## src/rtl/spi_regbank_pkg.sv

```systemverilog
package spi_regbank_pkg;
  localparam int DW = 64;

  // register numbers (address >> 3)
  localparam int IX_ERR  = 0;
  localparam int IX_CNT  = 1;
  localparam int IX_CFG  = 2;
  localparam int IX_CLK  = 3;
  localparam int IX_MAP  = 4;
  localparam int IX_TDR  = 5;
  localparam int IX_RDR  = 6;
  localparam int IX_SEQ  = 7;
  localparam int IX_STAT = 8;
  localparam int NUM_REGS = 9;

  // status flag positions, LSB-0 numbering (MSB-0 bit k is 63-k)
  localparam int ST_RFULL  = 63;
  localparam int ST_ROVR   = 62;
  localparam int ST_RUNDER = 61;
  localparam int ST_TFULL  = 59;
  localparam int ST_TOVR   = 58;
  localparam int ST_TUNDER = 57;
endpackage

```

## src/rtl/spi_rb_flags.sv

```systemverilog
module spi_rb_flags
  import spi_regbank_pkg::*;
(
  input  logic          clk,
  input  logic          rst,
  input  logic          rdr_load,
  input  logic          rdr_read,
  input  logic          tdr_write,
  input  logic          tdr_take,
  input  logic          stat_write,
  input  logic [DW-1:0] wdata,
  input  logic [7:0]    seq_state,
  input  logic [11:0]   shift_state,
  input  logic [3:0]    seq_index,
  input  logic [31:0]   gen_status,
  output logic [DW-1:0] status
);
  logic r_full, r_ovr, r_under, t_full, t_ovr, t_under;

  always_ff @(posedge clk) begin
    if (rst) begin
      r_full <= 1'b0; r_ovr <= 1'b0; r_under <= 1'b0;
      t_full <= 1'b0; t_ovr <= 1'b0; t_under <= 1'b0;
    end else begin
      // receive side: engine load takes priority over a bus read
      if (rdr_load)      r_full <= 1'b1;
      else if (rdr_read) r_full <= 1'b0;

      if (rdr_load && r_full) r_ovr <= 1'b1;
      else if (stat_write)    r_ovr <= wdata[ST_ROVR];

      if (rdr_load)                 r_under <= 1'b0;
      else if (rdr_read && !r_full) r_under <= 1'b1;

      // transmit side: bus write takes priority over an engine take
      if (tdr_write)     t_full <= 1'b1;
      else if (tdr_take) t_full <= 1'b0;

      if (tdr_write && t_full) t_ovr <= 1'b1;
      else if (stat_write)     t_ovr <= wdata[ST_TOVR];

      if (tdr_write)                t_under <= 1'b0;
      else if (tdr_take && !t_full) t_under <= 1'b1;
    end
  end

  assign status = {r_full, r_ovr, r_under, 1'b0, t_full, t_ovr, t_under, 1'b0,
                   seq_state, shift_state, seq_index, gen_status};

  p_rdr_read_clears_r3: assert property (@(posedge clk) disable iff (rst)
    (rdr_read && !rdr_load) |=> !status[ST_RFULL]);
  p_load_on_full_r4: assert property (@(posedge clk) disable iff (rst)
    (rdr_load && status[ST_RFULL]) |=> (status[ST_ROVR] && status[ST_RFULL]));
  p_tdr_write_r5: assert property (@(posedge clk) disable iff (rst)
    tdr_write |=> (status[ST_TFULL] && !status[ST_TUNDER]));
  p_take_empty_r6: assert property (@(posedge clk) disable iff (rst)
    (tdr_take && !tdr_write && !status[ST_TFULL]) |=> status[ST_TUNDER]);
endmodule

```

## src/rtl/spi_rb_clkkey.sv

```systemverilog
module spi_rb_clkkey #(
  parameter int          W       = 64,
  parameter int          KEY_LSB = 36,
  parameter int          KEY_W   = 4,
  parameter logic [3:0]  ARM     = 4'h5,
  parameter logic [3:0]  FIRE    = 4'hA,
  parameter logic [63:0] RST_VAL = 64'h0084_0000_0000_0000
) (
  input  logic         clk,
  input  logic         rst,
  input  logic         we,
  input  logic [W-1:0] wdata,
  output logic [W-1:0] q
);
  logic armed, fire;
  assign armed = (q[KEY_LSB +: KEY_W] == ARM[KEY_W-1:0]);
  assign fire  = (wdata[KEY_LSB +: KEY_W] == FIRE[KEY_W-1:0]);

  always_ff @(posedge clk) begin
    if (rst)     q <= '0;
    else if (we) q <= (armed && fire) ? RST_VAL[W-1:0] : wdata;
  end

  p_key_fires_r7: assert property (@(posedge clk) disable iff (rst)
    (we && armed && fire) |=> (q == RST_VAL[W-1:0]));
  p_plain_store_r7: assert property (@(posedge clk) disable iff (rst)
    (we && !(armed && fire)) |=> (q == $past(wdata)));
endmodule

```

## src/rtl/spi_rb_slots.sv

```systemverilog
module spi_rb_slots #(
  parameter int W     = 64,
  parameter int SLOTS = 8
) (
  input  logic         clk,
  input  logic         rst,
  input  logic         we,
  input  logic [W-1:0] wdata,
  output logic [W-1:0] slots
);
  localparam int SW = W / SLOTS;

  for (genvar i = 0; i < SLOTS; i++) begin : g_slot
    logic [SW-1:0] slot_q;
    always_ff @(posedge clk) begin
      if (rst)     slot_q <= '0;
      else if (we) slot_q <= wdata[W-1-i*SW -: SW];
    end
    // slot 0 sits in the most significant byte
    assign slots[W-1-i*SW -: SW] = slot_q;
  end
endmodule

```

## src/rtl/spi_regbank.sv

```systemverilog
module spi_regbank
  import spi_regbank_pkg::*;
#(
  parameter int ADDR_W = 8,
  parameter int SLOTS  = 8
) (
  input  logic              clk,
  input  logic              rst,
  input  logic [ADDR_W-1:0] bus_addr,
  input  logic              bus_wr,
  input  logic              bus_rd,
  input  logic [63:0]       bus_wdata,
  output logic [63:0]       bus_rdata,
  output logic              bus_bad,
  input  logic              eng_rdr_load,
  input  logic [63:0]       eng_rdr_data,
  input  logic              eng_tdr_take,
  input  logic [7:0]        eng_seq_state,
  input  logic [11:0]       eng_shift_state,
  input  logic [3:0]        eng_seq_index,
  input  logic [31:0]       eng_gen_status,
  output logic [63:0]       tdr_data,
  output logic [63:0]       seq_slots,
  output logic [63:0]       cnt_cfg,
  output logic [63:0]       gen_cfg,
  output logic [63:0]       clk_cfg,
  output logic [63:0]       map_cfg
);
  localparam int IW = ADDR_W - 3;

  logic [IW-1:0] idx;
  logic          valid_ix;
  logic          w_err, w_cnt, w_cfg, w_clk, w_map, w_tdr, w_rdr, w_seq, w_stat;
  logic          r_rdr;
  logic [DW-1:0] err_q, rdr_q, status, rd_mux;

  assign idx      = bus_addr[ADDR_W-1:3];
  assign valid_ix = (idx < IW'(NUM_REGS));

  assign w_err  = bus_wr && (idx == IW'(IX_ERR));
  assign w_cnt  = bus_wr && (idx == IW'(IX_CNT));
  assign w_cfg  = bus_wr && (idx == IW'(IX_CFG));
  assign w_clk  = bus_wr && (idx == IW'(IX_CLK));
  assign w_map  = bus_wr && (idx == IW'(IX_MAP));
  assign w_tdr  = bus_wr && (idx == IW'(IX_TDR));
  assign w_rdr  = bus_wr && (idx == IW'(IX_RDR));
  assign w_seq  = bus_wr && (idx == IW'(IX_SEQ));
  assign w_stat = bus_wr && (idx == IW'(IX_STAT));
  assign r_rdr  = bus_rd && (idx == IW'(IX_RDR));

  // plain storage registers
  always_ff @(posedge clk) begin
    if (rst) begin
      err_q <= '0; cnt_cfg <= '0; gen_cfg <= '0; map_cfg <= '0;
      tdr_data <= '0; rdr_q <= '0;
    end else begin
      if (w_err) err_q    <= bus_wdata;
      if (w_cnt) cnt_cfg  <= bus_wdata;
      if (w_cfg) gen_cfg  <= bus_wdata;
      if (w_map) map_cfg  <= bus_wdata;
      if (w_tdr) tdr_data <= bus_wdata;
      if (eng_rdr_load) rdr_q <= eng_rdr_data;
      else if (w_rdr)   rdr_q <= bus_wdata;
    end
  end

  spi_rb_clkkey #(.W(DW)) u_clk (
    .clk(clk), .rst(rst), .we(w_clk), .wdata(bus_wdata), .q(clk_cfg)
  );

  spi_rb_slots #(.W(DW), .SLOTS(SLOTS)) u_slots (
    .clk(clk), .rst(rst), .we(w_seq), .wdata(bus_wdata), .slots(seq_slots)
  );

  spi_rb_flags u_flags (
    .clk(clk), .rst(rst),
    .rdr_load(eng_rdr_load), .rdr_read(r_rdr),
    .tdr_write(w_tdr), .tdr_take(eng_tdr_take),
    .stat_write(w_stat), .wdata(bus_wdata),
    .seq_state(eng_seq_state), .shift_state(eng_shift_state),
    .seq_index(eng_seq_index), .gen_status(eng_gen_status),
    .status(status)
  );

  always_comb begin
    rd_mux = '1;
    case (idx)
      IW'(IX_ERR):  rd_mux = err_q;
      IW'(IX_CNT):  rd_mux = cnt_cfg;
      IW'(IX_CFG):  rd_mux = gen_cfg;
      IW'(IX_CLK):  rd_mux = clk_cfg;
      IW'(IX_MAP):  rd_mux = map_cfg;
      IW'(IX_TDR):  rd_mux = tdr_data;
      IW'(IX_RDR):  rd_mux = rdr_q;
      IW'(IX_SEQ):  rd_mux = seq_slots;
      IW'(IX_STAT): rd_mux = status;
      default:      rd_mux = '1;
    endcase
  end

  always_ff @(posedge clk) begin
    if (rst) begin
      bus_rdata <= '0;
      bus_bad   <= 1'b0;
    end else begin
      if (bus_rd) bus_rdata <= rd_mux;
      bus_bad <= (bus_rd || bus_wr) && !valid_ix;
    end
  end

  p_bad_read_r2: assert property (@(posedge clk) disable iff (rst)
    (bus_rd && !valid_ix) |=> (bus_bad && (bus_rdata == '1)));
  p_no_bad_valid_r2: assert property (@(posedge clk) disable iff (rst)
    ((bus_rd || bus_wr) && valid_ix) |=> !bus_bad);
endmodule

```

## config.mk

```make
export PLATFORM = sky130hd
export DESIGN_NAME = spi_regbank
export DESIGN_NICKNAME = d
export VERILOG_FILES = /design/src/rtl/spi_regbank_pkg.sv /design/src/rtl/spi_rb_flags.sv /design/src/rtl/spi_rb_clkkey.sv /design/src/rtl/spi_rb_slots.sv /design/src/rtl/spi_regbank.sv
export SDC_FILE = /design/constraint.sdc
export NUM_CORES = 1
export LEC_CHECK = 0
export ABC_CLOCK_PERIOD_IN_PS = 4100
export BUFFER_PORTS_ARGS = -buffer_cell sky130_fd_sc_hd__buf_2
export CAP_MARGIN = 20
export CORE_AREA = 2 2 252 254
export DETAILED_ROUTE_END_ITERATION = 7
export DIE_AREA = 0 0 254 256
export SYNTH_ARGS = -nofsm -noshare
export SYNTH_HDL_FRONTEND = slang
export SYNTH_HIERARCHICAL = 1
export SYNTH_SLANG_ARGS = --single-unit
```

## constraint.sdc

```tcl
create_clock -name clk -period 4.1 [get_ports clk]
set_input_delay 0.205 -clock clk [delete_from_list [all_inputs] [get_ports clk]]
set_output_delay 0.205 -clock clk [all_outputs]
set_load 0.03 [all_outputs]
```

# Word level (Yosys, flattened, before mapping)
# Cells that the tools add are included.
# word_totals
regBits	583
inputBits	198
output_inout_bits	449
wordCells	74
# op_classes
n_lt_le_gt_ge	1
n_eq_ne	10
n_mux	12
reduce_logical	28
# ops
cell	n
$pmux W64 S9	1
$mux W64	3
$eq A5 B3 Y1 const B	4
$logic_and A1 B1 Y1	16
$eq A5 B2 Y1 const B	2
$reduce_bool A2 Y1	5
$mux W1	8
$eq A5 B1 Y1 const B	1
$eq A5 B4 Y1 const B	1
$logic_not A5 Y1	1
$lt A5 B4 Y1 const B	1
$eq A4 B3 Y1 const B	1
$eq A4 B4 Y1 const B	1
$reduce_or A2 Y1	2
$logic_not A1 Y1	3
$logic_or A1 B1 Y1	1

# Longest topological paths before layout
# Gate-level depths: netlist of the first run.
# depth
word_depth	4
mapped_depth	9
depth_no_buf	5

# Cells and area by module
# Netlist of the first run, hierarchy kept.
# modules_own_cells
mod	instances	cells_per_inst	area_per_inst_um2	seq_area_each_um2
spi_regbank	1	2515	20278.2	8988.6
spi_rb_clkkey	1	292	2651.3	1281.2
spi_rb_slots	1	206	2290.9	1281.2
spi_rb_flags	1	89	706.9	120.1

# Worst setup path before layout of the first run
# No wires, ideal clock.
# synth_path
path_kind	input -> register
start	input bus_addr[6]
end	register u_slots.g_slot[0].slot_q[1]
setup_ns	0.128
arrival_ns	1.763
required_time_ns	3.972
slack_ns	2.209
stages	9
n_path_buf	5
cell_sequence	buf_2 and4bb_1 buf_2 clkbuf_1 and2_1 buf_6 buf_8 mux2i_1 nor2_1
# synth_between
elab_chain_cells	2
# synth_rtl
item	line_no	rtl
from (decl)	spi_regbank.sv:9	input logic [ADDR_W-1:0] bus_addr,
$eq A5 B3 Y1	spi_regbank.sv:47	assign w_seq = bus_wr && (idx == IW'(IX_SEQ));
$logic_and A1 B1 Y1	spi_regbank.sv:47	
net w_seq	spi_regbank.sv:33	logic w_err, w_cnt, w_cfg, w_clk, w_map, w_tdr, w_rdr, w_seq, w_stat;
to (signal assigned)	spi_rb_slots.sv:17	else if (we) slot_q <= wdata[W-1-i*SW -: SW];
to (decl)	spi_rb_slots.sv:14	logic [SW-1:0] slot_q;
# The timed path passes the listed nets, and every way through them passes these cells.
# A chain may end at the register's enable or synchronous reset.

# Worst setup path after layout of the first run
# layout_path
start	input bus_addr[4]
end	register u_slots.g_slot[0].slot_q[4]
# The elaborated chain is that of the path after synthesis.

==> results of run 1 <==
[per-layer routing]
layer / vias up / part of all wire / global-route usage
met5: - / 0.00038 / 0
met4: 8 / 0.042 / 0.152
met3: 289 / 0.11 / 0.0941
met2: 1642 / 0.44 / 0.547
met1: 12900 / 0.41 / 0.484
li1: 12000 / - / -
[area by class of cell]
class,count,share of cell area
well taps,846,0.0322
inverters,5,0.000609
flip-flops and latches,583,0.355
clock buffers,94,0.0581
multi-input cells,2161,0.382
clock inverters,21,0.00663
repair buffers,867,0.165
diodes,3,0.000228
[worst min-delay path, cell delays in order]
cell and delay [ns]:
buf_2 0.08, a221oi_1 0.06, a211oi_1 0.24
[cells in the final DEF, fill, tap and decap left out, drive strengths merged, types with 6 or more instances in the layout]
cell,netlist,routed
clkinv,0,14
dlygate4sd3,0,153
a311oi,16,16
a22oi,21,21
inv,5,9
nand2b,63,63
and3,87,87
mux2i,182,182
a31oi,15,15
nor2,163,163
a21oi,392,392
o211ai,60,60
clkbuf,154,94
a2111oi,20,20
buf,200,714
and2,8,8
o21bai,14,14
mux2,24,24
a221oi,90,90
a211oi,101,101
nor2b,68,68
dfxtp,583,583
nand2,666,666
o22a,6,6
a22o,27,27
o22ai,36,36
nor3,69,69
[cells by family after synthesis]
group / synth area share
AND/OR/NAND/NOR: 0.197
buffers and inverters: 0.0715
flip-flops: 0.450
multiplexers: 0.0807
other: 0.000145
AO/OA/AOI/OAI: 0.201
[power by group]
part	switching, mW	leakage [nW]	internal [mW]
combinational	0.851	7.53	0.427
clock	2.51	1.05	3.45
sequential	0.0809	4.74	5.80
[how the worst max path moves through the flow]
stage	endpoint	cells after the start	from	slack (ns)
3_5_place_dp	u_slots/g_slot[7].slot_q[2]	6	bus_addr[4]	1.15
5_1_grt	u_slots/g_slot[1].slot_q[7]	6	bus_addr[4]	1.68
2_1_floorplan	u_slots/g_slot[0].slot_q[1]	9	bus_addr[6]	2.21
6_report	u_slots/g_slot[0].slot_q[4]	6	bus_addr[4]	1.71
4_1_cts	u_slots/g_slot[6].slot_q[6]	6	bus_addr[4]	1.80
3_3_place_gp	u_slots/g_slot[0].slot_q[3]	6	bus_addr[4]	1.16
[metrics by stage]
stage | hold WS, ns | setup WS [ns]
3_3_place_gp | 0.441 | 1.16
3_5_place_dp | 0.446 | 1.15
2_1_floorplan | 0.274 | 2.21
5_1_grt | 0.0320 | 1.68
6_report | 0.0157 | 1.71
4_1_cts | 0.000746 | 1.80
==> metrics.csv, run 1 <==
metric,value,unit
die-height,256,um
ir_drop,0.319,mV
whs_endpoint,bus_rdata[49],
setup.worst_path.start_class,primary input,
setup_viol,0,
cp_slowest_cell,and2_4,
io_pins,647,
rsz0062_at_grt,false,
grt.total_usage,0.361,
cp_max_fo,37,
clock-sinks,583,
nets,3883,
ys_types,58,
ys_warn_count,6,
fillers,5995,
cp.required,4.57,ns
num_rows,92,
place_area,29200,sq um
hold_violations,0,
synth_most_common_cell,nand2_1,
critPathTopFamily,simple AND/OR/NAND/NOR gates,
syn_avg_cell_area,8.36,sq um
max_slew_margin,0.229,
synth_largest_area_cell,dfxtp_1,
h-tree-depth,3,
status,completed,
hp-start,eng_seq_state[1],
clock-skew-final,0.0221,ns
reg2regPathDepth,4,
power.leakage,13.3,nW
cts_root_buf,clkbuf_16,
dr.first_iter.drc_count,3031,
drv_slew,0,
routed_wl,122000,um
yosysSeqAreaShare,0.450,
post_cts_resized,0,
initial_utilization,0.416,
antenna_found_initial,11,
die_area,65000,sq um
grt_pass1_vias,25000,
synth_area,25900,sq um
cap_violations,0,
clockBufferDepth,3,
multi_input_area,12600,sq um
netlist_top_cells_count,"nand2_1 (666), dfxtp_1 (583), a21oi_1 (392)",
critical_path_arrival,2.87,ns
worst_hold_path_type,primary input to flop,
yosysTopAreaCellShare,0.450,
crit_chain,"buf_6, and2_2, and2_4, buf_4, mux2i_1, nor2_1",
netlist_instances,3102,
fmax,0.418,GHz
final_util,0.527,
cts_buffers,67,
stdcell_count,4580,
power.total,13.1,mW
path_buf_inv,2,
fin_tns_setup,0,ns
gr-total-overflow,0,
post-cts-setup-buffers,0,
async_flop_share,0,
insertion_delay,0.62,ns
die_x,254,um
r2r_start,u_clk/q[36],
dpl.hpwl,74500,um
fin_area,32900,sq um
fin_crit_sh,0.584,
hold-path-cell-count,3,
worst_pin_slew,1.16,ns
ctsHoldBuffers,153,
synth_ff_type,dfxtp_1,
clkTransAtPathRegs,0.06,ns
criticalPathCategory,primary input to flop,
core,62400,sq um
cts_tree,done,
grt_pass1_wl,173000,um
routed_via_density,5.86,
drt_pass1_iterations,6,
synth_edf_count,0,
end_kind,flop,
wl_per_cell,26.7,um
final_layout_size_suffix_gt1_frac,0.233,
drc,0,
seqCellArea,11700,sq um
critPathMaxStageDelay,0.84,ns
period_needed,2.39,ns
r2r_slack,1.81,ns
area_growth_syn_to_layout,26.7,%
grt_max_degree,127,
vias,26800,
r2r_end,u_clk/q[8],
place_inst,4309,
postRouteAntennaNets,0,
routabilityCongestion,0.851,
synth.top_cells.by_area,"dfxtp_1 (45%), nand2_1 (9.6%), a21oi_1 (7.6%)",
synth-seq-cells,583,
port_buffers,643,
powerDensity,399,nW/um^2
Power figures use the tool's default switching activity.
==> run 2: changes to the inputs <==
--- a/config.mk
+++ b/config.mk
@@ -5,7 +5,7 @@
 export SDC_FILE = /design/constraint.sdc
 export NUM_CORES = 1
 export LEC_CHECK = 0
-export ABC_CLOCK_PERIOD_IN_PS = 4100
+export ABC_CLOCK_PERIOD_IN_PS = 2400
 export BUFFER_PORTS_ARGS = -buffer_cell sky130_fd_sc_hd__buf_2
 export CAP_MARGIN = 20
 export CORE_AREA = 2 2 252 254
==> constraint.sdc (replaced) <==
create_clock -name clk -period 2.4 [get_ports clk]
set_input_delay 0.12 -clock clk [delete_from_list [all_inputs] [get_ports clk]]
set_output_delay 0.12 -clock clk [all_outputs]
set_load 0.03 [all_outputs]
==> run 2 against run 1 <==
  * Largest cell class unchanged
  * Global-route usage fell by 0.39 points
  * Highest routed layer unchanged
  * Utilization rose by 1.3 points
  * Critical path type unchanged
  * Clock power rose by 69%
  * Critical endpoint is now rdr_q[58]
==> metrics.csv, run 2 (same netlist as run 1, synthesis figures left out) <==
metric,value,unit,change
nets,3936,,+1.4%
cts_tree,done,,
critical_path_arrival,2.48,ns,-0.39 ns
final_layout_size_suffix_gt1_frac,0.239,,+0.00565
insertion_delay,0.61,ns,about the same
setup.worst_path.start_class,primary input,,
ir_drop,0.548,mV,+72%
hold-path-cell-count,4,,+1
grt.total_usage,0.357,,-0.00393
core,62400,sq um,unchanged
power.total,22.4,mW,+71%
routabilityCongestion,0.868,,+2.0%
wl_per_cell,26.2,um,-1.8%
h-tree-depth,3,,unchanged
grt_max_degree,101,,-20%
clockBufferDepth,3,,unchanged
stdcell_count,4636,,+1.2%
cp.required,2.89,ns,-1.68 ns
worst_hold_path_type,primary input to flop,,
place_inst,4344,,+0.81%
worst_pin_slew,0.762,ns,-0.395 ns
post_cts_resized,0,,unchanged
end_kind,flop,,
cts_root_buf,clkbuf_16,,
hold_ws,0.0175,ns,+0.00180 ns
dr.first_iter.drc_count,2899,,-4.4%
clock-sinks,583,,unchanged
preCtsSetupSlack,0.301,ns,-0.852 ns
final_common_cell,nand2_1,,
fin_area,33700,sq um,+2.5%
final_cell_mix,"nand2_1 (662), buf_2 (638), dfxtp_1 (583), a21oi_1 (392), mux2i_1 (182)",,
routed_wl,122000,um,-0.57%
initial_utilization,0.416,,unchanged
postRouteAntennaNets,0,,unchanged
status,completed,,
final_util,0.540,,+0.0131
vias,27200,,+1.2%
cp-startpoint,bus_addr[7],,
setup_viol,0,,unchanged
clock-skew-final,0.0167,ns,-0.00542 ns
die_area,65000,sq um,unchanged
antenna_found_initial,4,,-7
die-height,256,um,unchanged
num_rows,92,,unchanged
reg2regPathDepth,4,,unchanged
period_needed,1.98,ns,
die_x,254,um,unchanged
place_area,29800,sq um,+2.2%
power.leakage,13.7,nW,+2.7%
drc,0,,unchanged
routed_via_density,5.86,,about the same
fin_tns_setup,0,ns,unchanged
port_buffers,643,,unchanged
cp_max_fo,23,,-38%
powerDensity,665,nW/um^2,+67%
drt_pass1_iterations,5,,-1
fmax,0.504,GHz,
fin_ws,0.417,ns,-1.29 ns
fin_crit_sh,0.826,,
clkTransAtPathRegs,0.06,ns,about the same
gr-total-overflow,0,,unchanged
hold_violations,0,,unchanged
grt_pass1_wl,173000,um,-0.32%
grt_pass1_vias,25100,,+0.16%
cap_violations,0,,unchanged
cts_buffers,66,,-1.5%
area_growth_syn_to_layout,29.9,%,
criticalPathCategory,primary input to flop,,
drv_slew,0,,unchanged
rsz0062_at_grt,false,,
hp-start,eng_gen_status[23],,
io_pins,647,,unchanged
r2r_start,u_clk/q[39],,
max_slew_margin,0.492,,+0.263
dpl.hpwl,76300,um,+2.3%
[run 2: power breakdown]
group | switching (mW) | leakage (nW) | internal (mW)
Sequential | 0.147 | 4.74 | 9.90
Combinational | 1.46 | 7.90 | 0.804
Clock | 4.21 | 1.04 | 5.88
Total | 5.82 | 13.7 | 16.6
[run 2: cell type report]
type / count / area (sq um)
antenna: 5 / 12.5
timing repair buffer: 921 / 6250
tap: 846 / 1060
clock buffer: 98 / 1970
clock inverter: 17 / 148
inverter: 5 / 20.0
fill: 5889 / 28700
multi-input combinational: 2161 / 12600
sequential: 583 / 11700
[run 2: critical path, stage by stage]
cell           delay, ns
buf_2               0.20
and4bb_4            0.58
nand2_4             0.33
buf_12              0.30
a211oi_1            0.25
nor3_1              0.08
dlygate4sd3_1       0.57
[run 2: metal layers]
metal  wire [um]  vias to the layer above  global-route usage
met5          30                        -                   0
met4        5600                        4               0.158
met3       12700                      303              0.0743
met2       53500                     1636               0.544
met1       49800                    13100               0.484
li1            -                    12100                   -
[run 2: worst paths after layout]
check / slack [ns] / endpoint
setup / recovery: 0.42 / rdr_q[58]
hold / removal: 0.02 / bus_rdata[23]
setup reg to reg: 0.83 / u_clk/q[8]
hold reg to reg: 0.45 / err_q[27]
[run 2: what timing repair did]
action,4_1_cts,5_1_grt
endpoints found under the hold margin,556,0
buffers inserted,0,0
hold buffers,172,0
